$ cat src/rtl/simd_as_pkg.sv
package simd_as_pkg;

  localparam int unsigned OP_W = 4;

  typedef enum logic [1:0] {
    CLS_UHALF     = 2'b00,
    CLS_UBYTE_AVG = 2'b01,
    CLS_SHALF_AVG = 2'b10,
    CLS_WORD_AVG  = 2'b11
  } op_class_e;

  typedef struct packed {
    op_class_e cls;
    logic      sub;
    logic      modf;
  } op_t;

endpackage

$ cat src/rtl/simd_usat_lanes.sv
module simd_usat_lanes #(
  parameter int unsigned LANE_W = 16,
  parameter int unsigned LANES  = 2,
  localparam int unsigned VEC_W = LANE_W * LANES
) (
  input  logic [VEC_W-1:0] a_i,
  input  logic [VEC_W-1:0] b_i,
  input  logic             sub_i,
  input  logic             sat_i,
  output logic [VEC_W-1:0] res_o,
  output logic [LANES-1:0] lane_ovf_o
);

  for (genvar g = 0; g < LANES; g++) begin : g_lane
    logic [LANE_W:0]   wide;
    logic [LANE_W-1:0] clip;

    always_comb begin
      if (sub_i) begin
        wide = {1'b0, a_i[g*LANE_W +: LANE_W]} - {1'b0, b_i[g*LANE_W +: LANE_W]};
        clip = '0;
      end else begin
        wide = {1'b0, a_i[g*LANE_W +: LANE_W]} + {1'b0, b_i[g*LANE_W +: LANE_W]};
        clip = '1;
      end
    end

    // Carry out on add and borrow out on subtract both land in the top bit.
    assign lane_ovf_o[g] = wide[LANE_W];
    assign res_o[g*LANE_W +: LANE_W] = (wide[LANE_W] && sat_i) ? clip : wide[LANE_W-1:0];
  end

endmodule

$ cat src/rtl/simd_avg_lanes.sv
module simd_avg_lanes #(
  parameter int unsigned LANE_W = 8,
  parameter int unsigned LANES  = 4,
  parameter bit          SIGNED = 1'b0,
  localparam int unsigned VEC_W = LANE_W * LANES
) (
  input  logic [VEC_W-1:0] a_i,
  input  logic [VEC_W-1:0] b_i,
  input  logic             sub_i,
  input  logic             rnd_i,
  output logic [VEC_W-1:0] res_o
);

  for (genvar g = 0; g < LANES; g++) begin : g_lane
    logic [LANE_W-1:0] la;
    logic [LANE_W-1:0] lb;
    logic [LANE_W:0]   ea;
    logic [LANE_W:0]   eb;
    logic [LANE_W:0]   wide;

    assign la = a_i[g*LANE_W +: LANE_W];
    assign lb = b_i[g*LANE_W +: LANE_W];
    // One guard bit above the lane: zero fill or sign fill.
    assign ea = {(SIGNED ? la[LANE_W-1] : 1'b0), la};
    assign eb = {(SIGNED ? lb[LANE_W-1] : 1'b0), lb};

    always_comb begin
      if (sub_i) begin
        wide = ea - eb + {{LANE_W{1'b0}}, rnd_i};
      end else begin
        wide = ea + eb + {{LANE_W{1'b0}}, rnd_i};
      end
    end

    // Dropping bit 0 of the guarded value is the one-bit right shift.
    assign res_o[g*LANE_W +: LANE_W] = wide[LANE_W:1];
  end

endmodule

$ cat src/rtl/simd_sticky_flag.sv
module simd_sticky_flag (
  input  logic clk_i,
  input  logic rst_ni,
  input  logic set_i,
  input  logic clr_i,
  output logic flag_o
);

  logic flag_q;
  logic flag_d;
  logic flag_en;

  always_comb begin
    flag_en = set_i | clr_i;
    flag_d  = set_i;
  end

  always_ff @(posedge clk_i or negedge rst_ni) begin
    if (!rst_ni) begin
      flag_q <= 1'b0;
    end else if (flag_en) begin
      flag_q <= flag_d;
    end
  end

  assign flag_o = flag_q;

endmodule

$ cat src/rtl/simd_addsub_unit.sv
module simd_addsub_unit
  import simd_as_pkg::*;
#(
  parameter int unsigned DATA_W = 32,
  localparam int unsigned HALF_W = DATA_W / 2,
  localparam int unsigned BYTE_W = DATA_W / 4
) (
  input  logic              clk_i,
  input  logic              rst_ni,
  input  logic              valid_i,
  input  logic              clear_i,
  input  logic [OP_W-1:0]   op_i,
  input  logic [DATA_W-1:0] a_i,
  input  logic [DATA_W-1:0] b_i,
  output logic [DATA_W-1:0] result_o,
  output logic              ovf_o
);

  op_t               op;
  logic [DATA_W-1:0] uh_res;
  logic [1:0]        uh_ovf;
  logic [DATA_W-1:0] ub_res;
  logic [DATA_W-1:0] sh_res;
  logic [DATA_W-1:0] sw_res;
  logic              ovf_set;

  assign op = op_t'(op_i);

  simd_usat_lanes #(.LANE_W(HALF_W), .LANES(2)) u_uhalf (
    .a_i(a_i), .b_i(b_i), .sub_i(op.sub), .sat_i(op.modf),
    .res_o(uh_res), .lane_ovf_o(uh_ovf)
  );

  simd_avg_lanes #(.LANE_W(BYTE_W), .LANES(4), .SIGNED(1'b0)) u_ubyte (
    .a_i(a_i), .b_i(b_i), .sub_i(op.sub), .rnd_i(op.modf), .res_o(ub_res)
  );

  simd_avg_lanes #(.LANE_W(HALF_W), .LANES(2), .SIGNED(1'b1)) u_shalf (
    .a_i(a_i), .b_i(b_i), .sub_i(op.sub), .rnd_i(op.modf), .res_o(sh_res)
  );

  simd_avg_lanes #(.LANE_W(DATA_W), .LANES(1), .SIGNED(1'b1)) u_sword (
    .a_i(a_i), .b_i(b_i), .sub_i(op.sub), .rnd_i(op.modf), .res_o(sw_res)
  );

  always_comb begin
    unique case (op.cls)
      CLS_UHALF:     result_o = uh_res;
      CLS_UBYTE_AVG: result_o = ub_res;
      CLS_SHALF_AVG: result_o = sh_res;
      default:       result_o = sw_res;
    endcase
  end

  assign ovf_set = valid_i && (op.cls == CLS_UHALF) && (|uh_ovf);

  simd_sticky_flag u_flag (
    .clk_i(clk_i), .rst_ni(rst_ni), .set_i(ovf_set), .clr_i(clear_i), .flag_o(ovf_o)
  );

endmodule

$ cat config.mk
export PLATFORM = sky130hd
export DESIGN_NAME = simd_addsub_unit
export DESIGN_NICKNAME = d
export VERILOG_FILES = /design/src/rtl/simd_as_pkg.sv /design/src/rtl/simd_usat_lanes.sv /design/src/rtl/simd_avg_lanes.sv /design/src/rtl/simd_sticky_flag.sv /design/src/rtl/simd_addsub_unit.sv
export SDC_FILE = /design/constraint.sdc
export NUM_CORES = 1
export LEC_CHECK = 0
export ABC_CLOCK_PERIOD_IN_PS = 10000
export BUFFER_PORTS_ARGS = -buffer_cell sky130_fd_sc_hd__buf_2
export CORE_ASPECT_RATIO = 1.1
export CORE_UTILIZATION = 60
export DETAILED_ROUTE_END_ITERATION = 10
export HOLD_SLACK_MARGIN = 0.06
export MAX_ROUTING_LAYER = met4
export PLACE_DENSITY = 0.82
export SLEW_MARGIN = 20
export SYNTH_ARGS = -nofsm -noshare
export SYNTH_HDL_FRONTEND = slang
export SYNTH_SLANG_ARGS = --single-unit
export TNS_END_PERCENT = 20
$ cat constraint.sdc
create_clock -name clk_i -period 10 [get_ports clk_i]
set_clock_uncertainty 0.15 [all_clocks]
set_input_delay 1.5 -clock clk_i [delete_from_list [all_inputs] [get_ports clk_i]]
set_output_delay 1.5 -clock clk_i [all_outputs]
set_load 0.01 [all_outputs]
==> results.md, run 1 <==
| Quantity | This run | Unit |
| --- | --- | --- |
| Source-to-sink clock delay at the later pin of the worst-skew pair | 0 | ps |
| Part of the cycle the worst path needs | 78.5 | % |
| Routed length per placed instance | 19.3 | um |
| Setup crit start | op_i[1] | - |
| Cell area after synthesis | 8760 | um2 |
| Drt drc | 0 | - |
| Antenna violations before repair | 0 | - |
| Highest cell delay on the worst timing path | 700 | ps |
| Met2 layer usage reported by global route | 63.9 | % |
| Drt initial violations | 927 | - |
| Sw Share | 59.4 | % |
| Crit path max fanout | 62 | - |
| Met3 GRT Util | 2.59 | % |
| Area inside the core boundary | 14000 | um2 |
| RD Place Congestion | 1.06 | - |
| Startpoint Class | primary input | - |
| Vias after detailed routing | 9980 | - |
| Peak clock frequency supported by timing | 127 | MHz |
| Global-route wire length before repair | 45.3 | mm |
| Global routing usage on met1 | 48.9 | % |
| HP Class | flip-flop to flip-flop | - |
| Share of total power in sequential cells | 0.6 | % |
| Internal power component | 0.000331 | W |
| Most common cell after layout, fill and taps aside | sky130_fd_sc_hd__ha_1 | - |
| Post-CTS setup buffer count | 0 | - |
| Worst slack on hold paths | 368 | ps |
| Hold-fix buffers, CTS | 0 | - |
| Critical path endpoint category | output port | - |
| Pwr Density | 87.4 | nW/um2 |
| Shortest clock period the worst path allows after layout | 7850 | ps |
| Area fraction of the dominant cell type after synthesis | 19.6 | % |
| Most used routing layer | met2 | - |
| Max VDD drop | 49.4 | uV |
| Final Hold Vio Count | 0 | - |
| Port-buffer cells | 104 | - |
| Leakage component of the power | 4.38 | nW |
| Cts repair resizes | 0 | - |
| Maximum number of pins on one net before global-route repair | 63 | - |
| Max-capacitance violation count | 0 | - |
| Path type of the worst setup path | primary input to output port | - |
| Cell type with the highest occurrence count on the critical path | sky130_fd_sc_hd__o21ai_0 | - |
| Flop and latch count out of synthesis | 1 | - |
| Reg-to-reg startpoint | u_flag.flag_o | - |
| Die area | 15100 | um2 |
| Number of inserted diodes | 0 | - |
| Number of optimization iterations in the first detailed-route pass | 5 | - |
| Final ANT Viol Nets | 0 | - |
| Starting utilization of the core area | 62.5 | % |
| Combinational cell fraction of total power | 99.4 | % |
| Clock-pin slew reported for the worst setup and hold paths after clock tree synthesis | 0 | ps |
| Remaining global-route overflow | 0 | - |
| Number of enable flip-flop cells after synthesis | 0 | - |
| Critical path required time | 8350 | ps |
| Floorplan die width | 117 | um |
| Clock Power Share | 0 | % |
| Number of instances in the synthesized netlist | 1291 | - |
| Delay-heaviest family, CP | compound AO/OA/AOI/OAI gates | - |
| Final setup violation count | 0 | - |
| Buffers & Inverters on Critical Path | 2 | - |
| Total nets after synthesis | 1510 | - |
| Boundary pin count | 105 | - |
| Yosys warns | 0 | - |
| Critical-path cell with the highest stage delay | sky130_fd_sc_hd__and3_1 | - |
| Total power consumption of the routed design | 0.000816 | W |
| Net switching component of the power | 0.000485 | W |
| Hold_sp | u_flag.flag_o | - |
| Cell-by-cell listing of the critical path | buf_4, mux2_2, fa_1, nor2b_1, o21ai_0, a21boi_0, o2111ai_1, a21oi_1, a2bb2oi_1, and3_1, a21oi_2, o21ai_0, o311ai_0, buf_2 | - |
| Ratio of cells with drive above 1 in the final layout | 10.7 | % |
| Async SR Flop Fraction | 100 | % |
| Top post-synthesis cells by area | sky130_fd_sc_hd__ha_1 (20%), sky130_fd_sc_hd__xnor2_1 (12%), sky130_fd_sc_hd__a21oi_1 (7.7%), sky130_fd_sc_hd__o21ai_0 (5.4%), sky130_fd_sc_hd__nor2_1 (4.8%) | - |
| Final Routed Wirelength | 29.6 | mm |
| Detailed-placement wirelength estimate | 24.0 | mm |
| Ratio of routed vias to standard cells | 6.52 | - |
| Syn_area_per_cell | 6.79 | um2 |
| Critical path data arrival time | 6200 | ps |
| Synth Flop Type | sky130_fd_sc_hd__dfrtp_1 | - |
| Worst-Margin Slew | 853 | ps |
| Overall global routing resource usage | 39.0 | % |
| Final net count | 1563 | - |
| Unrepaired setup endpoints after global routing | no | - |
| Synth area leader | sky130_fd_sc_hd__ha_1 | - |
| Die height | 129 | um |
| Number of max-slew violations in the final report | 0 | - |
| Number of flip-flops under the largest register name | 1 | - |
| Setup TNS Final | 0 | ps |
| Synth cell types | 83 | - |
| Row count | 45 | - |
| Outcome | finished, final reports clean | - |
| Slew headroom | 42.6 | % |
| Via count of the first global-routing pass | 9117 | - |
| Area added between synthesis and finish | 6.58 | % |
| Leading cell types in the layout, fill and taps excluded | sky130_fd_sc_hd__ha_1 (137), sky130_fd_sc_hd__a21oi_1 (134), sky130_fd_sc_hd__xnor2_1 (116), sky130_fd_sc_hd__nor2_1 (111), sky130_fd_sc_hd__buf_2 (103) | - |
| Portion of the post-synthesis area used by sequential elements | 0.286 | % |
-- synth_stat cells, types with 20 or more instances --
library cell / count
sky130_fd_sc_hd__o211ai_1: 22
sky130_fd_sc_hd__a21oi_1: 134
sky130_fd_sc_hd__xnor2_1: 116
sky130_fd_sc_hd__nand2b_1: 20
sky130_fd_sc_hd__nor2_1: 112
sky130_fd_sc_hd__nand2_1: 102
sky130_fd_sc_hd__a21o_1: 49
sky130_fd_sc_hd__a31oi_1: 24
sky130_fd_sc_hd__inv_1: 91
sky130_fd_sc_hd__nand3_1: 22
sky130_fd_sc_hd__o21ai_0: 94
sky130_fd_sc_hd__xor2_1: 36
sky130_fd_sc_hd__ha_1: 137
sky130_fd_sc_hd__clkbuf_1: 46
-- stage by stage --
stage          cells  setup WS (ps)  util [%]  instance area (um2)
5_1_grt         1530           1860      66.6                 9340
3_5_place_dp    1530           2110      66.6                 9330
3_3_place_gp    1530           2180      66.6                 9330
4_1_cts         1530           2110      66.6                 9330
2_1_floorplan   1291           3190         -                 8760
6_report        1530           2150      66.6                 9340
-- path summary, 6_finish.rpt --
| kind | endpoint | slack [ps] | cells after the start |
|---|---|---|---|
| max | result_o[11] | 2150 | 14 |
| min | u_flag.flag_o | 370 | 2 |
| max reg2reg | u_flag.flag_o | 9240 | 2 |
| min reg2reg | u_flag.flag_o | 370 | 2 |
| max in group asynchronous | u_flag.flag_o | 8490 | 1 |
| min in group asynchronous | u_flag.flag_o | 1120 | 1 |
-- power groups by stage --
stage	combinational, W	clock (W)	sequential, W
finish	0.000811	0	0.00000475
global route	0.000884	0	0.00000486
CTS	0.000793	0	0.00000476
detailed placement	0.000788	0	0.00000476
global placement	0.000781	0	0.00000475
floorplan	0.000585	0	0.00000500
-- cell families after synthesis --
kind of cell	share of synthesized area [%]
flops	0.286
fa+ha+maj	21.9
buf+inv	6.64
simple gates	19.3
xor+xnor	15.2
compound gates	35.2
mux	1.56
-- layout make-up --
cell class / instances / area [um2]
Timing Repair Buffer: 110 / 568
Multi-Input combinational cell: 1137 / 8160
Fill cell: 1346 / 4680
Inverter: 94 / 353
Tap cell: 188 / 235
Sequential cell: 1 / 25.0
-- tightest hold or removal path, cell delays in order (launching register included) --
cell                      delay, ps
sky130_fd_sc_hd__dfrtp_1        350
sky130_fd_sc_hd__inv_1           50
sky130_fd_sc_hd__o22ai_1         60
-- layer usage --
metal  up-vias  share of wire (%)
li1       4786                  -
met2       482                 45
met3       101                7.3
met4         0                4.9
met1      4611                 42
met5         -                  0
Power figures use the tool's default switching activity.
==> inputs of run 2 (changes only) <==
--- a/config.mk
+++ b/config.mk
@@ -5,14 +5,14 @@
 export SDC_FILE = /design/constraint.sdc
 export NUM_CORES = 1
 export LEC_CHECK = 0
-export ABC_CLOCK_PERIOD_IN_PS = 10000
+export ABC_CLOCK_PERIOD_IN_PS = 6290
 export BUFFER_PORTS_ARGS = -buffer_cell sky130_fd_sc_hd__buf_2
 export CORE_ASPECT_RATIO = 1.1
-export CORE_UTILIZATION = 60
+export CORE_UTILIZATION = 56
 export DETAILED_ROUTE_END_ITERATION = 10
 export HOLD_SLACK_MARGIN = 0.06
 export MAX_ROUTING_LAYER = met4
-export PLACE_DENSITY = 0.82
+export PLACE_DENSITY = 0.8
 export SLEW_MARGIN = 20
 export SYNTH_ARGS = -nofsm -noshare
 export SYNTH_HDL_FRONTEND = slang
==> constraint.sdc (replaced) <==
create_clock -name clk_i -period 6.29 [get_ports clk_i]
set_clock_uncertainty 0.15 [all_clocks]
set_input_delay 0.9435 -clock clk_i [delete_from_list [all_inputs] [get_ports clk_i]]
set_output_delay 0.9435 -clock clk_i [all_outputs]
set_load 0.01 [all_outputs]
==> run 2 against run 1 <==
  * Cell area grew 1.4%
  * Utilization shrank 4.2 points
  * First-iteration DRC count grew 0.22%
  * Largest power group unchanged
  * Cell count grew 1.5%
  * Die area grew 7.0%
  * Critical path depth grew 7
  * Routed wire length is 1.4% higher
  * Global-route usage decreased by 1.5 points
==> results.md, run 2 (same netlist as run 1, synthesis figures left out) <==
| Quantity | This run | Unit | vs previous |
| --- | --- | --- | --- |
| Multi-input logic area | 8170 | um2 | +0.18% |
| Clock-pin slew reported for the worst setup and hold paths after clock tree synthesis | 0 | ps | unchanged |
| Die area | 16100 | um2 | +7.0% |
| Number of max-slew violations in the final report | 0 | - | unchanged |
| Via count of the first global-routing pass | 9352 | - | +2.6% |
| Reg2reg setup slack | 5530 | ps | -3710 ps |
| Shortest clock period the worst path allows after layout | 5940 | ps |  |
| RD Place Congestion | 1.04 | - | -2.0% |
| Port-buffer cells | 104 | - | unchanged |
| Top layer in use | met4 | - |  |
| Met3 wire length | 2.58 | mm | +19% |
| Outcome | finished, final reports clean | - |  |
| Starting utilization of the core area | 57.7 | % | -4.7 points |
| Area added between synthesis and finish | 8.04 | % |  |
| Remaining global-route overflow | 0 | - | unchanged |
| Routed length on met2 | 13.4 | mm | -0.19% |
| Internal power component | 0.000539 | W | +63% |
| Highest cell delay on the worst timing path | 330 | ps | -370 ps |
| Global-route wire length before repair | 47.2 | mm | +4.2% |
| Path type of the worst setup path | primary input to output port | - |  |
| Pwr Density | 139 | nW/um2 | +59% |
| Overall global routing resource usage | 37.4 | % | -1.5 points |
| Peak clock frequency supported by timing | 168 | MHz |  |
| Ratio of cells with drive above 1 in the final layout | 11.8 | % | +1.1 points |
| Utilization after layout | 62.4 | % | -4.2 points |
| Startpoint Class | primary input | - |  |
| Number of flip-flops under the largest register name | 1 | - | unchanged |
| Net switching component of the power | 0.000779 | W | +60% |
| Part of the cycle the worst path needs | 94.5 | % |  |
| Setup TNS Final | 0 | ps | unchanged |
| Final Hold Vio Count | 0 | - | unchanged |
| Slew headroom | 25.4 | % | -17 points |
| Worst-Margin Slew | 1120 | ps | +263 ps |
| Critical path data arrival time | 4850 | ps | -1350 ps |
| Boundary pin count | 105 | - | unchanged |
| Drt initial violations | 929 | - | +0.22% |
| Antenna violations before repair | 2 | - | +2 |
| Critical path required time | 5200 | ps | -3150 ps |
| Crit path max fanout | 7 | - | -89% |
| Detailed-placement wirelength estimate | 24.7 | mm | +2.8% |
| Sequential cell area | 25.0 | um2 | unchanged |
| Final ANT Viol Nets | 0 | - | unchanged |
| Routed length per placed instance | 19.3 | um | -0.13% |
| Floorplan die width | 121 | um | +3.5% |
| Vias after detailed routing | 10000 | - | +0.31% |
| Max-capacitance violation count | 0 | - | unchanged |
| HP Class | flip-flop to flip-flop | - |  |
| Row count | 47 | - | +4.4% |
| Clock Power Share | 0 | % | unchanged |
| Leading cell types in the layout, fill and taps excluded | sky130_fd_sc_hd__ha_1 (137), sky130_fd_sc_hd__a21oi_1 (134), sky130_fd_sc_hd__xnor2_1 (116), sky130_fd_sc_hd__nor2_1 (110), sky130_fd_sc_hd__buf_2 (103) | - |  |
| Critical path endpoint category | output port | - |  |
| Die height | 133 | um | +3.5% |
| Final net count | 1576 | - | +0.83% |
| Area inside the core boundary | 15200 | um2 | +8.2% |
| Most common cell after layout, fill and taps aside | sky130_fd_sc_hd__ha_1 | - |  |
| Sw Share | 59.1 | % | -0.34 points |
| Maximum number of pins on one net before global-route repair | 50 | - | -21% |
| Max VDD drop | 70.0 | uV | +42% |
| Number of optimization iterations in the first detailed-route pass | 7 | - | +2 |
| Delay-heaviest family, CP | compound AO/OA/AOI/OAI gates | - |  |
| Combinational cell fraction of total power | 99.4 | % | about the same |
| Drt drc | 0 | - | unchanged |
| Cell-by-cell listing of the critical path | buf_2, inv_1, ha_1, nand3_1, nor4_1, buf_4, and2_1, a21oi_1, xnor2_1, ha_1, o21ai_0, nand2b_1, o311ai_0, a21oi_1, o22ai_2, xor2_1, nand3_1, o311ai_1, o221ai_1, a221oi_2, buf_2 | - |  |
| Leakage component of the power | 4.45 | nW | +1.7% |
| Share of total power in sequential cells | 0.6 | % | about the same |
| Hold-fix buffers, CTS | 0 | - | unchanged |
| Placed cell count | 1551 | - | +1.4% |
| Source-to-sink clock delay at the later pin of the worst-skew pair | 0 | ps | unchanged |
| Non-filler instance count after layout | 1553 | - | +1.5% |
| Total power consumption of the routed design | 0.00132 | W | +61% |
| Ratio of routed vias to standard cells | 6.45 | - | -1.2% |
| Final Routed Wirelength | 30.0 | mm | +1.4% |
| Final setup violation count | 0 | - | unchanged |
| Routed length on met1 | 12.7 | mm | +1.3% |
| Filler cell count | 1482 | - | +10% |
| Buffers & Inverters on Critical Path | 4 | - | +2 |
| Critical-path cell with the highest stage delay | sky130_fd_sc_hd__ha_1 | - |  |
==> run 2: changes by cell type in the layout (fill, tap and decap cells not counted), sizes merged <==
cell   before  now
buf       110  123
diode       0    2
==> run 2: path summary, 6_finish.rpt <==
| check | startpoint | endpoint | cells past startpoint |
|---|---|---|---|
| min in group asynchronous | rst_ni | u_flag.flag_o | 1 |
| worst max register to register | u_flag.flag_o | u_flag.flag_o | 2 |
| worst max-delay path | b_i[17] | result_o[25] | 21 |
| worst min-delay path | u_flag.flag_o | u_flag.flag_o | 2 |
| max in group asynchronous | rst_ni | u_flag.flag_o | 1 |
| worst min register to register | u_flag.flag_o | u_flag.flag_o | 2 |
==> run 2: layout make-up <==
type                    instances  share of cell area [%]
diodes                          2                  0.0529
multi-input cells            1137                    86.3
repair buffers                123                    7.03
flip-flops and latches          1                   0.264
inverters                      94                    3.73
well taps                     196                    2.59
==> run 2: tightest hold or removal path: stages, from the launching register on <==
cell,delay (ps)
sky130_fd_sc_hd__dfrtp_1,350
sky130_fd_sc_hd__inv_1,50
sky130_fd_sc_hd__o22ai_1,60
==> run 2: layer usage <==
metal,global-route usage (%),up-vias
met5,-,-
met4,14.0,0
met3,5.05,88
met2,60.8,501
met1,46.9,4607
li1,-,4815
==> run 2: per-stage QoR <==
step / instance area, um2 / setup WS, ps / hold slack, ps
finish: 9460 / 345 / 371
detailed placement: 9440 / 236 / 369
global placement: 9440 / 424 / 365
floorplan: 8760 / 590 / 408
global route: 9460 / -19.8 / 396
CTS: 9440 / 222 / 370
==> run 2: power by group through the flow <==
stage / combinational [W] / clock, W / sequential [W]
final: 0.00131 / 0.0000000000152 / 0.00000758
after global routing: 0.00143 / 0.0000000000166 / 0.00000771
after CTS: 0.00128 / 0 / 0.00000758
after detailed placement: 0.00127 / 0 / 0.00000757
after global placement: 0.00126 / 0 / 0.00000754
after floorplan: 0.000931 / 0 / 0.00000795
==> run 2: timing repair <==
action | in CTS | in global routing
buffers inserted | 0 | 0
setup endpoints to repair | 0 | 3
gates resized for setup | 0 | 5
endpoints found under the hold margin | 0 | 0
==> inputs of run 3 (changes only) <==
--- a/config.mk
+++ b/config.mk
@@ -6,7 +6,7 @@
 export NUM_CORES = 1
 export LEC_CHECK = 0
 export ABC_CLOCK_PERIOD_IN_PS = 6290
-export BUFFER_PORTS_ARGS = -buffer_cell sky130_fd_sc_hd__buf_2
+export BUFFER_PORTS_ARGS = -buffer_cell sky130_fd_sc_hd__buf_4
 export CORE_ASPECT_RATIO = 1.1
 export CORE_UTILIZATION = 56
 export DETAILED_ROUTE_END_ITERATION = 10
==> run 3 against run 2 <==
  * Global-route usage is 0.67 points higher
  * First-iteration DRC count is 22% lower
  * Total power is 4.4% higher
  * Sequential cell count unchanged
  * Die area did not move
  * Fmax is 1.6% lower
  * Cell count rose by 0.32%
  * Largest power group unchanged
  * Worst setup slack lost 96 ps
  * Combinational power is 5% higher
  * Critical path depth decreased by 4
  * Routed wire length grew 2.9%
  * Critical endpoint unchanged
==> results.md, run 3 (same netlist as run 1, synthesis figures left out) <==
| Quantity | This run | Unit | vs previous |
| --- | --- | --- | --- |
| Outcome | finished, final reports clean | - |  |
| Die area | 16100 | um2 | unchanged |
| Startpoint Class | primary input | - |  |
| Detailed-placement wirelength estimate | 25.5 | mm | +3.2% |
| Area inside the core boundary | 15200 | um2 | unchanged |
| Critical-path cell with the highest stage delay | sky130_fd_sc_hd__xor2_1 | - |  |
| Max-capacitance violation count | 0 | - | unchanged |
| Number of optimization iterations in the first detailed-route pass | 5 | - | -2 |
| Utilization after layout | 64.4 | % | +2.0 points |
| Global-route wire length before repair | 47.9 | mm | +1.5% |
| Placed cell count | 1556 | - | +0.32% |
| Die height | 133 | um | unchanged |
| Starting utilization of the core area | 57.7 | % | unchanged |
| Drt drc | 0 | - | unchanged |
| Part of the cycle the worst path needs | 96.0 | % | +1.5 points |
| Leakage component of the power | 4.56 | nW | +2.5% |
| Cell-by-cell listing of the critical path | buf_4, nor3_1, a41oi_1, o21bai_1, nor2_1, xnor2_1, ha_1, a21o_1, o311ai_0, a21oi_1, o22ai_1, xor2_1, nand3_2, o311ai_1, o221ai_1, a221oi_2, buf_4 | - |  |
| Clock Power Share | 0 | % | unchanged |
| Peak clock frequency supported by timing | 166 | MHz | -1.6% |
| Final setup violation count | 0 | - | unchanged |
| Share of total power in sequential cells | 0.6 | % | about the same |
| Drt initial violations | 725 | - | -22% |
| Non-filler instance count after layout | 1558 | - | +0.32% |
| Worst-Margin Slew | 1180 | ps | +60.3 ps |
| Number of max-slew violations in the final report | 0 | - | unchanged |
| Overall global routing resource usage | 38.1 | % | +0.67 points |
| Vias after detailed routing | 9996 | - | -0.15% |
| Final Routed Wirelength | 30.9 | mm | +2.9% |
| Post-route setup slack | 250 | ps | -95.7 ps |
| Row count | 47 | - | unchanged |
| HP Class | flip-flop to flip-flop | - |  |
| Internal power component | 0.000583 | W | +8.2% |
| RD Place Congestion | 1.06 | - | +2.3% |
| Clock-pin slew reported for the worst setup and hold paths after clock tree synthesis | 0 | ps | unchanged |
| Net switching component of the power | 0.000792 | W | +1.8% |
| Floorplan die width | 121 | um | unchanged |
| Number of flip-flops under the largest register name | 1 | - | unchanged |
| Via count of the first global-routing pass | 9307 | - | -0.48% |
| Final net count | 1582 | - | +0.38% |
| Unrepaired setup endpoints after global routing | yes | - |  |
| Leading cell types in the layout, fill and taps excluded | sky130_fd_sc_hd__ha_1 (137), sky130_fd_sc_hd__a21oi_1 (134), sky130_fd_sc_hd__buf_4 (129), sky130_fd_sc_hd__xnor2_1 (116), sky130_fd_sc_hd__nor2_1 (111) | - |  |
| Highest cell delay on the worst timing path | 340 | ps | about the same |
| Worst slack on hold paths | 379 | ps | +8.59 ps |
| Antenna violations before repair | 1 | - | -1 |
| Remaining global-route overflow | 0 | - | unchanged |
| Critical path required time | 5200 | ps | about the same |
| Critical path endpoint category | output port | - |  |
| Source-to-sink clock delay at the later pin of the worst-skew pair | 0 | ps | unchanged |
| Max VDD drop | 88.8 | uV | +27% |
| Final ANT Viol Nets | 0 | - | unchanged |
| Hold-fix buffers, CTS | 0 | - | unchanged |
| Final Hold Vio Count | 0 | - | unchanged |
| Pwr Density | 141 | nW/um2 | +1.1% |
| Delay-heaviest family, CP | compound AO/OA/AOI/OAI gates | - |  |
| Critical path data arrival time | 4950 | ps | +100 ps |
| Shortest clock period the worst path allows after layout | 6040 | ps | +95.7 ps |
| Buffers & Inverters on Critical Path | 2 | - | -2 |
| Cell type with the highest occurrence count on the critical path | sky130_fd_sc_hd__buf_4 | - |  |
| Boundary pin count | 105 | - | unchanged |
| Crit path max fanout | 7 | - | unchanged |
| Total power consumption of the routed design | 0.00138 | W | +4.4% |
| Worst slack after detailed placement | 203 | ps | -33.1 ps |
| Routed length per placed instance | 19.8 | um | +2.6% |
| Most common cell after layout, fill and taps aside | sky130_fd_sc_hd__ha_1 | - |  |
| Area added between synthesis and finish | 11.5 | % |  |
| Port-buffer cells | 104 | - | unchanged |
| Path type of the worst setup path | primary input to output port | - |  |
| Sw Share | 57.6 | % | -1.5 points |
| Combinational cell fraction of total power | 99.4 | % | about the same |
| Maximum number of pins on one net before global-route repair | 34 | - | -32% |
| Ratio of routed vias to standard cells | 6.42 | - | -0.47% |
| Slew headroom | 21.3 | % | -4.0 points |
| Ratio of cells with drive above 1 in the final layout | 12.2 | % | +0.39 points |
==> run 3: worst reg2reg max path: stages, from the launching register on <==
cell and delay [ps]:
sky130_fd_sc_hd__dfrtp_1 360, sky130_fd_sc_hd__inv_1 50, sky130_fd_sc_hd__o22ai_1 70
==> run 3: path summary, 6_finish.rpt <==
path | start | to | slack (ps) | cells after the start
min in group asynchronous | rst_ni | u_flag.flag_o | 570 | 1
max in group asynchronous | rst_ni | u_flag.flag_o | 5340 | 1
hold reg to reg | u_flag.flag_o | u_flag.flag_o | 380 | 2
hold / removal | u_flag.flag_o | u_flag.flag_o | 380 | 2
setup reg to reg | u_flag.flag_o | u_flag.flag_o | 5520 | 2
setup / recovery | b_i[20] | result_o[25] | 250 | 17
==> run 3: cell type report <==
| cell class | instances | area (um2) |
|---|---|---|
| multi-input combinational | 1137 | 8170 |
| tap | 196 | 245 |
| inverter | 94 | 353 |
| antenna | 1 | 2.50 |
| timing repair buffer | 129 | 968 |
| sequential | 1 | 25.0 |
| fill | 1479 | 5410 |
==> run 3: power groups by stage <==
| stage | clock, W | sequential [W] | combinational, W |
|---|---|---|---|
| after global placement | 0 | 0.00000758 | 0.00132 |
| after floorplan | 0 | 0.00000795 | 0.000931 |
| after global routing | 0.0000000000849 | 0.00000770 | 0.00148 |
| final | 0.0000000000901 | 0.00000762 | 0.00137 |
| after detailed placement | 0 | 0.00000766 | 0.00133 |
| after CTS | 0 | 0.00000766 | 0.00133 |
==> run 3: per-layer routing <==
| layer | wire length (um) | track usage [%] |
|---|---|---|
| met5 | 0 | - |
| met1 | 13000 | 48.2 |
| met3 | 2540 | 4.37 |
| met2 | 14100 | 61.8 |
| met4 | 1280 | 14.4 |
==> run 3: per-stage QoR <==
stage	setup TNS (ps)	instance area (um2)
2_1_floorplan	0	8760
3_3_place_gp	0	9740
3_5_place_dp	0	9740
4_1_cts	0	9740
5_1_grt	-107	9770
6_report	0	9770
==> run 3: repair_timing <==
| action | 4_1_cts | 5_1_grt |
|---|---|---|
| endpoints found under the setup margin | 0 | 5 |
| hold endpoints to repair | 0 | 0 |
| setup buffers | 0 | 1 |
| resized for setup | 0 | 5 |
